--- src/rtl/gf_mul_pkg.sv ---
package gf_mul_pkg;
  localparam int FIELD_W = 8;
  localparam logic [FIELD_W:0] FIELD_POLY = 9'h11D;

  typedef struct packed {
    logic loadEn;
  } gfStrobes_t;
endpackage

--- src/rtl/gf_partial_prod.sv ---
module gf_partial_prod #(
  parameter int W = gf_mul_pkg::FIELD_W
) (
  input  logic [W-1:0] aIn,
  input  logic [W-1:0] bIn,
  output logic [W-1:0] lowVec,
  output logic [W-2:0] highVec
);
  // Low-order terms: degree k collects a[i]*b[k-i] for i = 0..k
  always_comb begin
    for (int k = 0; k < W; k++) begin
      logic acc;
      acc = 1'b0;
      for (int i = 0; i <= k; i++) begin
        acc = acc ^ (aIn[i] & bIn[k-i]);
      end
      lowVec[k] = acc;
    end
  end

  // Overflow terms: degree W+k collects a[i]*b[W+k-i] for i = k+1..W-1
  always_comb begin
    for (int k = 0; k < W-1; k++) begin
      logic acc;
      acc = 1'b0;
      for (int i = k + 1; i < W; i++) begin
        acc = acc ^ (aIn[i] & bIn[W+k-i]);
      end
      highVec[k] = acc;
    end
  end
endmodule

--- src/rtl/gf_reduce_fold.sv ---
module gf_reduce_fold #(
  parameter int W = gf_mul_pkg::FIELD_W,
  parameter logic [W:0] POLY = gf_mul_pkg::FIELD_POLY
) (
  input  logic [W-1:0] lowVec,
  input  logic [W-2:0] highVec,
  output logic [W-1:0] result
);
  // x^n mod POLY, evaluated at elaboration to build the fold matrix
  function automatic logic [W-1:0] powerRow(input int n);
    logic [W-1:0] r;
    r = {{(W-1){1'b0}}, 1'b1};
    for (int s = 0; s < n; s++) begin
      if (r[W-1]) r = (r << 1) ^ POLY[W-1:0];
      else        r = r << 1;
    end
    return r;
  endfunction

  for (genvar k = 0; k < W; k++) begin : g_outBit
    logic [W-2:0] colMask;
    for (genvar j = 0; j < W-1; j++) begin : g_row
      localparam logic [W-1:0] ROW = powerRow(W + j);
      assign colMask[j] = ROW[k];
    end
    assign result[k] = lowVec[k] ^ (^(highVec & colMask));
  end
endmodule

--- src/rtl/gf_mul_ctrl.sv ---
module gf_mul_ctrl
  import gf_mul_pkg::*;
#(
  parameter bit REG_OUT = 1'b1
) (
  input  logic       clk,
  input  logic       rstN,
  input  logic       inValid,
  output gfStrobes_t strobes,
  output logic       outValid
);
  assign strobes.loadEn = inValid;

  if (REG_OUT) begin : g_reg
    always_ff @(posedge clk or negedge rstN) begin
      if (!rstN) outValid <= 1'b0;
      else       outValid <= inValid;
    end


    valid_rise_chk: assert property (@(posedge clk) disable iff (!rstN)
      inValid |=> outValid);

    valid_drop_chk: assert property (@(posedge clk) disable iff (!rstN)
      !inValid |=> !outValid);
  end else begin : g_comb
    assign outValid = inValid;
  end
endmodule

--- src/rtl/gf_mul_datapath.sv ---
module gf_mul_datapath
  import gf_mul_pkg::*;
#(
  parameter int W = FIELD_W,
  parameter logic [W:0] POLY = FIELD_POLY,
  parameter bit REG_OUT = 1'b1
) (
  input  logic         clk,
  input  logic         rstN,
  input  gfStrobes_t   strobes,
  input  logic [W-1:0] opA,
  input  logic [W-1:0] opB,
  output logic [W-1:0] product
);
  logic [W-1:0] lowVec;
  logic [W-2:0] highVec;
  logic [W-1:0] rawProd;

  gf_partial_prod #(.W(W)) pp_i (
    .aIn(opA), .bIn(opB), .lowVec(lowVec), .highVec(highVec)
  );

  gf_reduce_fold #(.W(W), .POLY(POLY)) fold_i (
    .lowVec(lowVec), .highVec(highVec), .result(rawProd)
  );


  zero_operand_chk: assert property (@(posedge clk) disable iff (!rstN)
    ((opA == '0) || (opB == '0)) |-> (rawProd == '0));

  unit_operand_chk: assert property (@(posedge clk) disable iff (!rstN)
    (opA == W'(1)) |-> (rawProd == opB));

  if (REG_OUT) begin : g_reg
    always_ff @(posedge clk or negedge rstN) begin
      if (!rstN)              product <= '0;
      else if (strobes.loadEn) product <= rawProd;
    end


    hold_product_chk: assert property (@(posedge clk) disable iff (!rstN)
      !strobes.loadEn |=> $stable(product));
  end else begin : g_comb
    assign product = rawProd;
  end
endmodule

--- src/rtl/gf_byte_multiplier.sv ---
module gf_byte_multiplier
  import gf_mul_pkg::*;
#(
  parameter bit REG_OUT = 1'b1
) (
  input  logic         clk,
  input  logic         rstN,
  input  logic         inValid,
  input  logic [7:0]   opA,
  input  logic [7:0]   opB,
  output logic         outValid,
  output logic [7:0]   product
);
  gfStrobes_t strobes;

  gf_mul_ctrl #(.REG_OUT(REG_OUT)) ctrl_i (
    .clk(clk), .rstN(rstN), .inValid(inValid),
    .strobes(strobes), .outValid(outValid)
  );

  gf_mul_datapath #(.W(FIELD_W), .POLY(FIELD_POLY), .REG_OUT(REG_OUT)) dp_i (
    .clk(clk), .rstN(rstN), .strobes(strobes),
    .opA(opA), .opB(opB), .product(product)
  );
endmodule

--- config.mk ---
export PLATFORM = sky130hd
export DESIGN_NAME = gf_byte_multiplier
export DESIGN_NICKNAME = d
export VERILOG_FILES = /design/src/rtl/gf_mul_pkg.sv /design/src/rtl/gf_partial_prod.sv /design/src/rtl/gf_reduce_fold.sv /design/src/rtl/gf_mul_ctrl.sv /design/src/rtl/gf_mul_datapath.sv /design/src/rtl/gf_byte_multiplier.sv
export SDC_FILE = /design/constraint.sdc
export NUM_CORES = 1
export LEC_CHECK = 0
export ABC_AREA = 0
export BUFFER_PORTS_ARGS = -buffer_cell sky130_fd_sc_hd__buf_4
export CAP_MARGIN = 20
export CORE_ASPECT_RATIO = 1.4
export CORE_UTILIZATION = 40
export DETAILED_ROUTE_END_ITERATION = 10
export GPL_TIMING_DRIVEN = 0
export HOLD_SLACK_MARGIN = 0.03
export PLACE_DENSITY = 0.62
export SYNTH_ARGS = -nofsm -noshare
export SYNTH_HDL_FRONTEND = slang
export SYNTH_SLANG_ARGS = --single-unit
--- constraint.sdc ---
create_clock -name clk -period 1 [get_ports clk]
set_clock_uncertainty 0.15 [all_clocks]
set_input_delay 0.05 -clock clk [delete_from_list [all_inputs] [get_ports clk]]
set_output_delay 0.05 -clock clk [all_outputs]
set_load 0.01 [all_outputs]
# --- After elaboration in Yosys (flattened, before gate mapping) ---
# Index checks and enable logic that the tools add are counted.
totals:
  inputBits: 19
  register_bits: 9
op_classes:
  n_reduce_logical: 8
  bitwise: 121
op_table:
  columns: ["cell", "n"]
  rows:
  - ["$and A1 B1 Y1", 64]
  - ["$xor A1 B1 Y1", 57]
  - ["$reduce_xor A7 Y1", 8]

# --- Logic depth before layout (Yosys ltp) ---
# Gate-level depths: netlist of the first run.
depth:
  ltp_word: 9
  depth_mapped: 7
  depth_no_buf: 6

# --- Hierarchy ---
# Synthesis of the first run repeated with hierarchy kept, for this count alone.
hier_totals:
  hier_cells: 165
  area_unflattened_um2: 1325.0
modules_own_cells:
  columns: ["module", "cells_per_inst", "area_per_inst_um2", "n_inst"]
  rows:
  - ["gf_partial_prod", 125, 739.5, 1]
  - ["gf_mul_datapath", 17, 331.6, 1]
  - ["gf_reduce_fold", 21, 221.5, 1]
  - ["gf_mul_ctrl", 2, 32.5, 1]

# --- Worst setup path after synthesis of the first run ---
# No wires, ideal clock.
synth_timing:
  path_type: "input to register"
  from: "input port opA[7]"
  to: "register dp_i.product[6]"
  n_path_buf: 1
  path_stages: 7
  required_ns: 0.725
  setup_ns: 0.125
  slack_ns: -1.004
  arrival_time_ns: 1.730
  path_cell_list: "buf_2 > nand2_1 > xnor3_2 > xnor2_4 > xnor3_1 > xnor2_1 > mux2_2"
synth_between:
  elab_chain_len: 4
synth_rtl:
  columns: ["item", "line", "text"]
  rows:
  - ["start, declared", "gf_byte_multiplier.sv:9", "input logic [7:0] opA,"]
  - ["$and A1 B1 Y1", "gf_partial_prod.sv:27", "acc = acc ^ (aIn[i] & bIn[W+k-i]);"]
  - ["$xor A1 B1 Y1", "gf_partial_prod.sv:27", null]
  - ["$reduce_xor A7 Y1 *", "gf_reduce_fold.sv:26", "assign result[k] = lowVec[k] ^ (^(highVec & colMask));"]
  - ["$xor A1 B1 Y1 *", "gf_reduce_fold.sv:26", null]
  - ["end signal, assigned", "gf_mul_datapath.sv:37", "else if (strobes.loadEn) product <= rawProd;"]
  - ["end, declared", "gf_mul_datapath.sv:13", "output logic [W-1:0] product"]
# Every way passes the cells marked *; elsewhere a longest branch is shown, timed or not.
# A chain may end at the register's enable or synchronous reset.

# --- Worst setup path after layout of the first run ---
layout_timing:
  from: "input port opB[6]"
  to: "register dp_i.product[6]"
layout_between:
  elab_chain_len: 8
layout_rtl:
  columns: ["item", "line", "text"]
  rows:
  - ["start, declared", "gf_byte_multiplier.sv:10", "input logic [7:0] opB,"]
  - ["$and A1 B1 Y1", "gf_partial_prod.sv:15", "acc = acc ^ (aIn[i] & bIn[k-i]);"]
  - ["$xor A1 B1 Y1 (6 in series)", "gf_partial_prod.sv:15", null]
  - ["$xor A1 B1 Y1 *", "gf_reduce_fold.sv:26", null]
# Marks and branches as above.

==> metrics.txt, run 1 <==
# TYPE chip_impl_metric gauge
chip_impl_metric{name="synth_area",unit="um^2"} 1405
chip_impl_info{name="clockRootBuffer",value="sky130_fd_sc_hd__clkbuf_8"} 1
chip_impl_metric{name="finalMaxSlewViolations",unit=""} 0
chip_impl_metric{name="detail_route.vias_per_cell",unit=""} 4.917
chip_impl_metric{name="row_count",unit=""} 25
chip_impl_metric{name="syn-instance-count",unit=""} 168
chip_impl_metric{name="slowest_delay",unit="ns"} 0.45
chip_impl_metric{name="final_cell_count_no_fill",unit=""} 240
chip_impl_metric{name="tightest_slew",unit="ns"} 0.4181
chip_impl_metric{name="p_clk_share",unit="%"} 12.5
chip_impl_info{name="hold_path.class",value="in2async"} 1
chip_impl_metric{name="internal_power_consumption",unit="mW"} 2.207
chip_impl_metric{name="place.port_buffers",unit=""} 11
chip_impl_metric{name="finalHoldViolations",unit=""} 0
chip_impl_metric{name="crit_required",unit="ns"} 0.96
chip_impl_metric{name="synth_seq_area_share",unit="%"} 16.03
chip_impl_info{name="grt_setup_unrepaired",value="true"} 1
chip_impl_metric{name="synth_cell_type_count",unit=""} 20
chip_impl_metric{name="gpl.final_weighted_congestion",unit=""} 0.7986
chip_impl_metric{name="die_x",unit="um"} 52.09
chip_impl_metric{name="clock_tree.htree_level_count",unit=""} 1
chip_impl_metric{name="clock-sinks",unit=""} 9
chip_impl_metric{name="core",unit="um^2"} 3378
chip_impl_info{name="layout.cells.most_common",value="sky130_fd_sc_hd__nand2_1"} 1
chip_impl_metric{name="postLayoutSetupSlackWorst",unit="ns"} -0.5332
chip_impl_metric{name="drc_errors",unit=""} 0
chip_impl_metric{name="drt-total-wl",unit="mm"} 3.279
chip_impl_metric{name="grt_first_pass_wirelength",unit="mm"} 5.306
chip_impl_metric{name="drt_first_iter_violations",unit=""} 26
chip_impl_metric{name="min_period_over_period",unit="%"} 153.3
chip_impl_metric{name="maxClockFrequency",unit="MHz"} 652.2
chip_impl_metric{name="initial_standard_cell_utilization_of_the_core",unit="%"} 41.59
chip_impl_metric{name="p_sw_share",unit="%"} 33.91
chip_impl_metric{name="grt-ovfl-total",unit=""} 0
chip_impl_metric{name="antenna-diode-count",unit=""} 0
chip_impl_metric{name="clkLatencyLatePin",unit="ns"} 0.23
chip_impl_info{name="worstPathCellList",value="buf_12 -> nand2_2 -> xnor3_2 -> xnor2_4 -> xnor3_1 -> xnor2_1 -> mux2_4"} 1
chip_impl_metric{name="total_switching_power",unit="mW"} 1.132
chip_impl_metric{name="cp.arrival",unit="ns"} 1.50
chip_impl_metric{name="drt_pass1_iterations",unit=""} 4
chip_impl_metric{name="design.final.nets",unit=""} 220
chip_impl_metric{name="powerDensity",unit="nW/um^2"} 1604
chip_impl_metric{name="ys.warnings.count",unit=""} 0
chip_impl_info{name="worst_setup_path_end_kind",value="flop"} 1
chip_impl_info{name="worstSetupPathType",value="in2reg"} 1
chip_impl_metric{name="drive_above_1_share",unit="%"} 45.50
chip_impl_metric{name="power.sequential.fraction",unit="%"} 18.5
chip_impl_metric{name="place_inst",unit=""} 219
chip_impl_metric{name="combPwrFrac",unit="%"} 69.0
chip_impl_metric{name="power.ir.vdd_worst",unit="mV"} 1.080
chip_impl_metric{name="grt_pass1_vias",unit=""} 1195
chip_impl_metric{name="pre_cts_slack",unit="ns"} -0.9035
chip_impl_metric{name="area.growth.synth_to_final",unit="%"} 48.17
chip_impl_metric{name="leakage_dissipation",unit="nW"} 1.022
chip_impl_info{name="tritoncts",value="yes"} 1
chip_impl_metric{name="finalWorstPathRequiredPeriod",unit="ns"} 1.533
chip_impl_metric{name="postSynthRegisterBits",unit=""} 9
chip_impl_info{name="violations",value="negative setup slack"} 1
chip_impl_info{name="most-common-layout-cells",value="51 x sky130_fd_sc_hd__nand2_1, 22 x sky130_fd_sc_hd__buf_4, 22 x sky130_fd_sc_hd__xnor2_1, 16 x sky130_fd_sc_hd__xnor2_2, 12 x sky130_fd_sc_hd__nand2_2"} 1
chip_impl_metric{name="overall_power_of_the_completed_layout",unit="mW"} 3.339
chip_impl_metric{name="fp.dieArea",unit="um^2"} 3757
chip_impl_info{name="slowest_stage",value="sky130_fd_sc_hd__xnor3_2"} 1
chip_impl_metric{name="setup_viol",unit=""} 8
chip_impl_metric{name="max_slew_margin",unit="%"} 72.13
chip_impl_metric{name="wire_per_inst",unit="um"} 13.66
chip_impl_metric{name="synthesis.nets",unit=""} 187
chip_impl_metric{name="io_pins",unit=""} 28
chip_impl_metric{name="cts_max_path_buffers",unit=""} 2
chip_impl_metric{name="antenna_violations_before_repair",unit=""} 0
chip_impl_info{name="run_status",value="complete, but fails checks"} 1
chip_impl_metric{name="grt_start_max_net_pins",unit=""} 11
chip_impl_metric{name="drv_cap",unit=""} 0
chip_impl_metric{name="detailedPlacementHpwl",unit="mm"} 2.370
chip_impl_metric{name="vias",unit=""} 1180
chip_impl_metric{name="groute.usage.overall",unit="%"} 19.13
chip_impl_metric{name="cts_inserted_buffers",unit=""} 3
chip_impl_metric{name="cts.clk_slew.worst_paths",unit="ns"} 0.04
chip_impl_info{name="start_kind",value="primary input"} 1
chip_impl_metric{name="syn-mean-instance-area",unit="um^2"} 8.364
chip_impl_metric{name="die-height",unit="um"} 72.13
chip_impl_metric{name="drtAntennaViolNets",unit=""} 0
chip_impl_metric{name="critical_path_peak_fanout",unit=""} 5
[worst paths after layout]
kind,start,endpoint,slack (ns),cells after the start
setup / recovery,opB[6],dp_i.product[6]$_DFFE_PN0P_,-0.53,7
min in group clk,inValid,dp_i.product[2]$_DFFE_PN0P_,0.22,3
max in group asynchronous,rstN,dp_i.product[7]$_DFFE_PN0P_,0.55,2
hold reg to reg,dp_i.product[5]$_DFFE_PN0P_,dp_i.product[5]$_DFFE_PN0P_,0.35,1
hold / removal,rstN,dp_i.product[4]$_DFFE_PN0P_,0.02,2
setup reg to reg,dp_i.product[0]$_DFFE_PN0P_,dp_i.product[0]$_DFFE_PN0P_,0.08,1
[cell usage after synthesis]
library cell	number	area, um^2
sky130_fd_sc_hd__nand2_1	63	236.5
sky130_fd_sc_hd__xnor3_2	3	71.32
sky130_fd_sc_hd__o21ai_0	1	5.000
sky130_fd_sc_hd__clkbuf_1	5	18.77
sky130_fd_sc_hd__inv_1	1	3.750
sky130_fd_sc_hd__mux2_4	1	15.01
sky130_fd_sc_hd__xor2_1	9	78.83
sky130_fd_sc_hd__buf_2	7	35.03
sky130_fd_sc_hd__xor2_2	1	16.27
sky130_fd_sc_hd__buf_6	4	45.04
sky130_fd_sc_hd__xnor2_1	39	341.6
sky130_fd_sc_hd__xnor3_1	8	180.2
sky130_fd_sc_hd__dfrtp_1	9	225.2
sky130_fd_sc_hd__buf_4	1	7.510
sky130_fd_sc_hd__nor2_1	5	18.77
sky130_fd_sc_hd__a21oi_1	4	20.02
sky130_fd_sc_hd__mux2_2	4	45.04
sky130_fd_sc_hd__a22oi_1	1	7.510
sky130_fd_sc_hd__xnor2_4	1	27.53
sky130_fd_sc_hd__nand2_2	1	6.260
[power by group through the flow]
stage | combinational, mW | sequential, mW | clock [mW]
after floorplan | 1.35 | 0.694 | 0
after global placement | 1.84 | 0.619 | 0
after detailed placement | 1.86 | 0.625 | 0
after CTS | 2.21 | 0.623 | 0.427
after global routing | 2.48 | 0.642 | 0.443
final | 2.30 | 0.618 | 0.417
[per-stage QoR]
stage / instance area [um^2] / util [%] / hold slack [ns] / setup TNS (ns)
3_3_place_gp: 1652 / 48.89 / -0.2767 / -5.497
4_1_cts: 1978 / 58.56 / 0.02317 / -3.682
2_1_floorplan: 1519 / - / -0.3956 / -4.656
3_5_place_dp: 1652 / 48.89 / -0.2713 / -5.751
5_1_grt: 2082 / 61.63 / 0.05749 / -4.062
6_report: 2082 / 61.63 / 0.02493 / -3.697
[layout make-up]
class,count,area [um^2]
fill,286,1296
multi-input combinational,141,1274
timing repair buffer,28,262.8
sequential,9,225.2
buffer,17,221.5
tap,40,50.05
clock buffer,4,45.04
inverter,1,3.754
[metal layers]
| layer | GRT usage (%) | wire, um | part of all wire, % |
|---|---|---|---|
| met1 | 19.37 | 1253 | 38 |
| met2 | 37.18 | 1848 | 56 |
| met3 | 2.096 | 97 | 3.0 |
| met4 | 8.709 | 80 | 2.4 |
| met5 | 0 | 0 | 0 |
[what timing repair did]
| action | 4_1_cts | 5_1_grt |
|---|---|---|
| pin swaps | 12 | 9 |
| setup endpoints to repair | 8 | 8 |
| hold buffers | 2 | 0 |
| gates resized for setup | 27 | 20 |
| endpoints found under the hold margin | 12 | 0 |
| buffers inserted | 13 | 1 |
| cloned | 1 | 0 |
[state kept, by name (all words and copies together), names as in the netlist]
register,cells
ctrl_i.outValid,1
dp_i.product,8
[cells by family (layout without fill, tap and decap cells)]
| logic type | count (synthesis) | after routing | share of synthesized area, % |
|---|---|---|---|
| AND/OR/NAND/NOR | 69 | 69 | 18.61 |
| flip-flops | 9 | 9 | 16.03 |
| XOR/XNOR | 61 | 61 | 50.94 |
| AO/OA/AOI/OAI | 6 | 6 | 2.315 |
| buffers and inverters | 18 | 50 | 7.836 |
| multiplexers | 5 | 5 | 4.274 |
[worst max-delay path: cells and delay by family]
family,cells,cell delay [ns]
xor+xnor,4,1.02
mux,1,0.26
simple gates,1,0.05
buf+inv,1,0.11
No activity file was read; power rests on OpenSTA's default activity.
==> run 2, diff against run 1 <==
--- a/config.mk
+++ b/config.mk
@@ -13,7 +13,8 @@
 export DETAILED_ROUTE_END_ITERATION = 10
 export GPL_TIMING_DRIVEN = 0
 export HOLD_SLACK_MARGIN = 0.03
-export PLACE_DENSITY = 0.62
+export PLACE_DENSITY = 0.63
 export SYNTH_ARGS = -nofsm -noshare
 export SYNTH_HDL_FRONTEND = slang
+export SYNTH_HIERARCHICAL = 1
 export SYNTH_SLANG_ARGS = --single-unit
==> run 2 against run 1 <==
The flow still finishes with violations (negative setup slack). Setup slack worse by 0.12 ns. Sequential cell count unchanged. Synthesized area down 5.7%. Hold slack better by 0.018 ns. Final cell count down 0.83%. Combinational power up 14%. Critical path type unchanged. Critical endpoint is now dp_i/product[3]$_DFFE_PN0P_. Largest power group unchanged.
==> metrics.txt, run 2 <==
# TYPE chip_impl_metric gauge
chip_impl_info{name="run_status",value="complete, but fails checks"} 1
chip_impl_info{name="violations",value="negative setup slack"} 1
chip_impl_metric{name="grt-ovfl-total",unit=""} 0
chip_impl_metric{name="fp.dieArea",unit="um^2"} 3550
chip_impl_info{name="clockRootBuffer",value="sky130_fd_sc_hd__clkbuf_8"} 1
chip_impl_metric{name="largest_register_ffs",unit=""} 8
chip_impl_metric{name="finalWorstPathRequiredPeriod",unit="ns"} 1.648
chip_impl_metric{name="max_slew_margin",unit="%"} 72.11
chip_impl_metric{name="drive_above_1_share",unit="%"} 51.76
chip_impl_info{name="biggestRegsByFlops",value="dp_i/product (8), ctrl_i/outValid (1)"} 1
chip_impl_metric{name="drt_first_iter_violations",unit=""} 12
chip_impl_info{name="most_used_standard_cell_by_instance_count_after_synthesis",value="sky130_fd_sc_hd__nand2_1"} 1
chip_impl_metric{name="syn-mean-instance-area",unit="um^2"} 8.030
chip_impl_metric{name="final_core_density",unit="%"} 71.75
chip_impl_metric{name="cts_max_path_buffers",unit=""} 2
chip_impl_metric{name="postLayoutSetupSlackWorst",unit="ns"} -0.6484
chip_impl_info{name="cp-endpoint",value="dp_i/product[3]$_DFFE_PN0P_"} 1
chip_impl_metric{name="wire_per_inst",unit="um"} 13.31
chip_impl_info{name="gr-max-usage-layer",value="met2"} 1
chip_impl_metric{name="core",unit="um^2"} 3123
chip_impl_info{name="setup.worst_path.start",value="opA[5]"} 1
chip_impl_info{name="cpLargestDelayFamily",value="XOR/XNOR gates"} 1
chip_impl_metric{name="setup_viol",unit=""} 8
chip_impl_metric{name="crit_cells",unit=""} 8
chip_impl_metric{name="grt_use_met2",unit="%"} 39.56
chip_impl_info{name="synth_top_cells_by_area",value="sky130_fd_sc_hd__xnor2_1 31%, sky130_fd_sc_hd__nand2_1 18%, sky130_fd_sc_hd__dfrtp_1 17%, sky130_fd_sc_hd__xor2_1 13%, sky130_fd_sc_hd__mux2_4 9.1%"} 1
chip_impl_info{name="worstSetupPathType",value="in2reg"} 1
chip_impl_info{name="worst_setup_path_end_kind",value="flop"} 1
chip_impl_metric{name="vias",unit=""} 1114
chip_impl_metric{name="design.final.nets",unit=""} 219
chip_impl_metric{name="grt_pass1_vias",unit=""} 1155
chip_impl_metric{name="grt.met3_usage",unit="%"} 1.089
chip_impl_metric{name="power.ir.vdd_worst",unit="mV"} 1.042
chip_impl_info{name="hold_path.class",value="in2async"} 1
chip_impl_metric{name="reg2reg_setup_slack",unit="ns"} 0.09
chip_impl_metric{name="synth_seq_area_share",unit="%"} 17.00
chip_impl_metric{name="antenna_violations_before_repair",unit=""} 0
chip_impl_metric{name="tightest_slew",unit="ns"} 0.4170
chip_impl_metric{name="grt_first_pass_wirelength",unit="mm"} 5.161
chip_impl_metric{name="finalHoldViolations",unit=""} 0
chip_impl_metric{name="synth_cell_type_count",unit=""} 11
chip_impl_metric{name="die_x",unit="um"} 50.64
chip_impl_metric{name="filler_cell_count",unit=""} 233
chip_impl_metric{name="maxClockFrequency",unit="MHz"} 606.6
chip_impl_info{name="slowest_stage",value="sky130_fd_sc_hd__xnor3_1"} 1
chip_impl_metric{name="global_route.usage.met1",unit="%"} 18.54
chip_impl_metric{name="drt-total-wl",unit="mm"} 3.168
chip_impl_info{name="top_register",value="dp_i/product"} 1
chip_impl_metric{name="synth_area",unit="um^2"} 1325
chip_impl_info{name="regToRegEndpoint",value="dp_i/product[5]$_DFFE_PN0P_"} 1
chip_impl_metric{name="place.port_buffers",unit=""} 15
chip_impl_metric{name="initial_standard_cell_utilization_of_the_core",unit="%"} 42.43
chip_impl_metric{name="clock_tree.htree_level_count",unit=""} 1
chip_impl_metric{name="cts_inserted_buffers",unit=""} 3
chip_impl_metric{name="groute.usage.overall",unit="%"} 19.01
chip_impl_metric{name="timing.setup.tns",unit="ns"} -4.254
chip_impl_info{name="layout.cells.most_common",value="sky130_fd_sc_hd__nand2_1"} 1
chip_impl_info{name="library_cell_with_the_largest_summed_area_after_synthesis",value="sky130_fd_sc_hd__xnor2_1"} 1
chip_impl_info{name="most-common-layout-cells",value="42 x sky130_fd_sc_hd__nand2_1, 26 x sky130_fd_sc_hd__xnor2_1, 24 x sky130_fd_sc_hd__buf_4, 17 x sky130_fd_sc_hd__xnor2_2, 13 x sky130_fd_sc_hd__buf_12"} 1
chip_impl_metric{name="detailedPlacementHpwl",unit="mm"} 2.165
chip_impl_metric{name="drtAntennaViolNets",unit=""} 0
chip_impl_metric{name="area.growth.synth_to_final",unit="%"} 69.12
chip_impl_metric{name="ys.warnings.count",unit=""} 6
chip_impl_metric{name="clkLatencyLatePin",unit="ns"} 0.22
chip_impl_info{name="timing.rr.start",value="dp_i/product[5]$_DFFE_PN0P_"} 1
chip_impl_metric{name="antenna-diode-count",unit=""} 0
chip_impl_metric{name="cp.arrival",unit="ns"} 1.61
chip_impl_metric{name="gpl.final_weighted_congestion",unit=""} 0.8055
chip_impl_info{name="start_kind",value="primary input"} 1
chip_impl_metric{name="io_pins",unit=""} 28
chip_impl_metric{name="powerDensity",unit="nW/um^2"} 1632
chip_impl_info{name="tritoncts",value="yes"} 1
chip_impl_metric{name="row_count",unit=""} 24
chip_impl_metric{name="detail_route.vias_per_cell",unit=""} 4.681
chip_impl_metric{name="post-synth-top-area-fraction",unit="%"} 31.07
chip_impl_metric{name="worst-r2r-cell-count",unit=""} 1
chip_impl_info{name="ys_dominant_reg_cell",value="sky130_fd_sc_hd__dfrtp_1"} 1
chip_impl_info{name="worstPathCellList",value="buf_12 -> nand2_4 -> xor2_2 -> xnor2_2 -> xnor2_2 -> xor2_2 -> xnor3_1 -> mux2_4"} 1
chip_impl_metric{name="critical_path_peak_fanout",unit=""} 7
chip_impl_metric{name="postSynthRegisterBits",unit=""} 9
chip_impl_metric{name="worst-path-buf-inv",unit=""} 1
chip_impl_metric{name="finalMaxSlewViolations",unit=""} 0
chip_impl_metric{name="cts.clk_slew.worst_paths",unit="ns"} 0.04
chip_impl_metric{name="synthesis.nets",unit=""} 184
chip_impl_info{name="grt_setup_unrepaired",value="true"} 1
chip_impl_metric{name="leakage_dissipation",unit="nW"} 1.030
chip_impl_metric{name="synth_async_sr_flop_share",unit="%"} 100.0
chip_impl_metric{name="min_period_over_period",unit="%"} 164.8
chip_impl_metric{name="synth_enable_flop_cells",unit=""} 0
chip_impl_metric{name="clock-sinks",unit=""} 9
chip_impl_metric{name="drv_cap",unit=""} 0
chip_impl_metric{name="grt_start_max_net_pins",unit=""} 10
chip_impl_metric{name="crit_required",unit="ns"} 0.96
chip_impl_metric{name="syn-instance-count",unit=""} 165
chip_impl_metric{name="die-height",unit="um"} 70.10
chip_impl_metric{name="drc_errors",unit=""} 0
chip_impl_metric{name="drt_pass1_iterations",unit=""} 4
chip_impl_info{name="synth.cells.most_frequent",value="62 x sky130_fd_sc_hd__nand2_1, 47 x sky130_fd_sc_hd__xnor2_1, 19 x sky130_fd_sc_hd__xor2_1"} 1
chip_impl_metric{name="slowest_delay",unit="ns"} 0.35
run 2: cell count changes in the layout (fill, tap and decap cells not counted), sizes merged, moves of 2 or more:
| cell | before | now |
|---|---|---|
| xor2 | 10 | 19 |
| xnor3 | 11 | 3 |
| xnor2 | 40 | 47 |
| nor2 | 5 | 0 |
| a21oi | 4 | 0 |
| buf | 40 | 43 |
| clkbuf | 7 | 4 |
| mux2 | 5 | 8 |
| and2 | 0 | 2 |
| nand2 | 64 | 62 |
run 2: metrics by stage:
stage	hold slack (ns)	cell area [um^2]	total power, mW	instances	setup slack [ns]
after floorplan	-0.3956	1473	2.180	165	-0.8540
after global placement	-0.2765	1634	2.624	219	-1.096
after detailed placement	-0.2726	1634	2.661	219	-1.124
after CTS	0.03014	1998	3.414	235	-0.6550
after global routing	0.06071	2241	3.910	238	-0.6928
final	0.04259	2241	3.657	238	-0.6484
run 2: layout make-up:
class / instances / area (um^2) / share of cell area, %
sequential: 9 / 225.2 / 10.05
buffer: 15 / 252.7 / 11.28
multi-input combinational: 141 / 1383 / 61.70
tap: 39 / 48.80 / 2.178
timing repair buffer: 30 / 286.5 / 12.79
clock buffer: 4 / 45.04 / 2.010
run 2: how the worst min path moves through the flow:
stage	to	slack [ns]	depth (start not counted)
floorplan	ctrl_i/outValid$_DFF_PN0_	-0.40	0
detailed placement	ctrl_i/outValid$_DFF_PN0_	-0.27	1
finish	dp_i/product[2]$_DFFE_PN0P_	0.04	2
CTS	dp_i/product[0]$_DFFE_PN0P_	0.03	2
global route	ctrl_i/outValid$_DFF_PN0_	0.06	2
global placement	ctrl_i/outValid$_DFF_PN0_	-0.28	1
run 2: cells by family (layout without fill, tap and decap cells):
kind of cell | Yosys count | after routing | synth area share, %
mux | 8 | 8 | 9.066
flops | 9 | 9 | 17.00
buf+inv | 15 | 49 | 6.704
simple gates | 64 | 64 | 18.51
xor+xnor | 69 | 69 | 48.72
run 2: power breakdown:
| part | internal [mW] | leakage [nW] | switching, mW |
|---|---|---|---|
| registers | 0.544 | 0.105 | 0.0925 |
| clock network | 0.276 | 0.0228 | 0.127 |
| logic | 1.64 | 0.902 | 0.983 |
run 2: timing repair:
item | CTS | global route
hold buffers | 2 | 0
endpoints found under the hold margin | 10 | 0
endpoints found under the setup margin | 8 | 8
resized for setup | 42 | 35
pin swaps | 22 | 17
gates cloned | 0 | 0
buffers inserted | 10 | 6
run 2: metal layers:
| metal | wire [um] | up-vias | share of wire [%] |
|---|---|---|---|
| li1 | - | 554 | - |
| met1 | 1152 | 533 | 36 |
| met2 | 1930 | 25 | 61 |
| met3 | 71 | 2 | 2.2 |
| met4 | 12 | 0 | 0.38 |
| met5 | 0 | - | 0 |
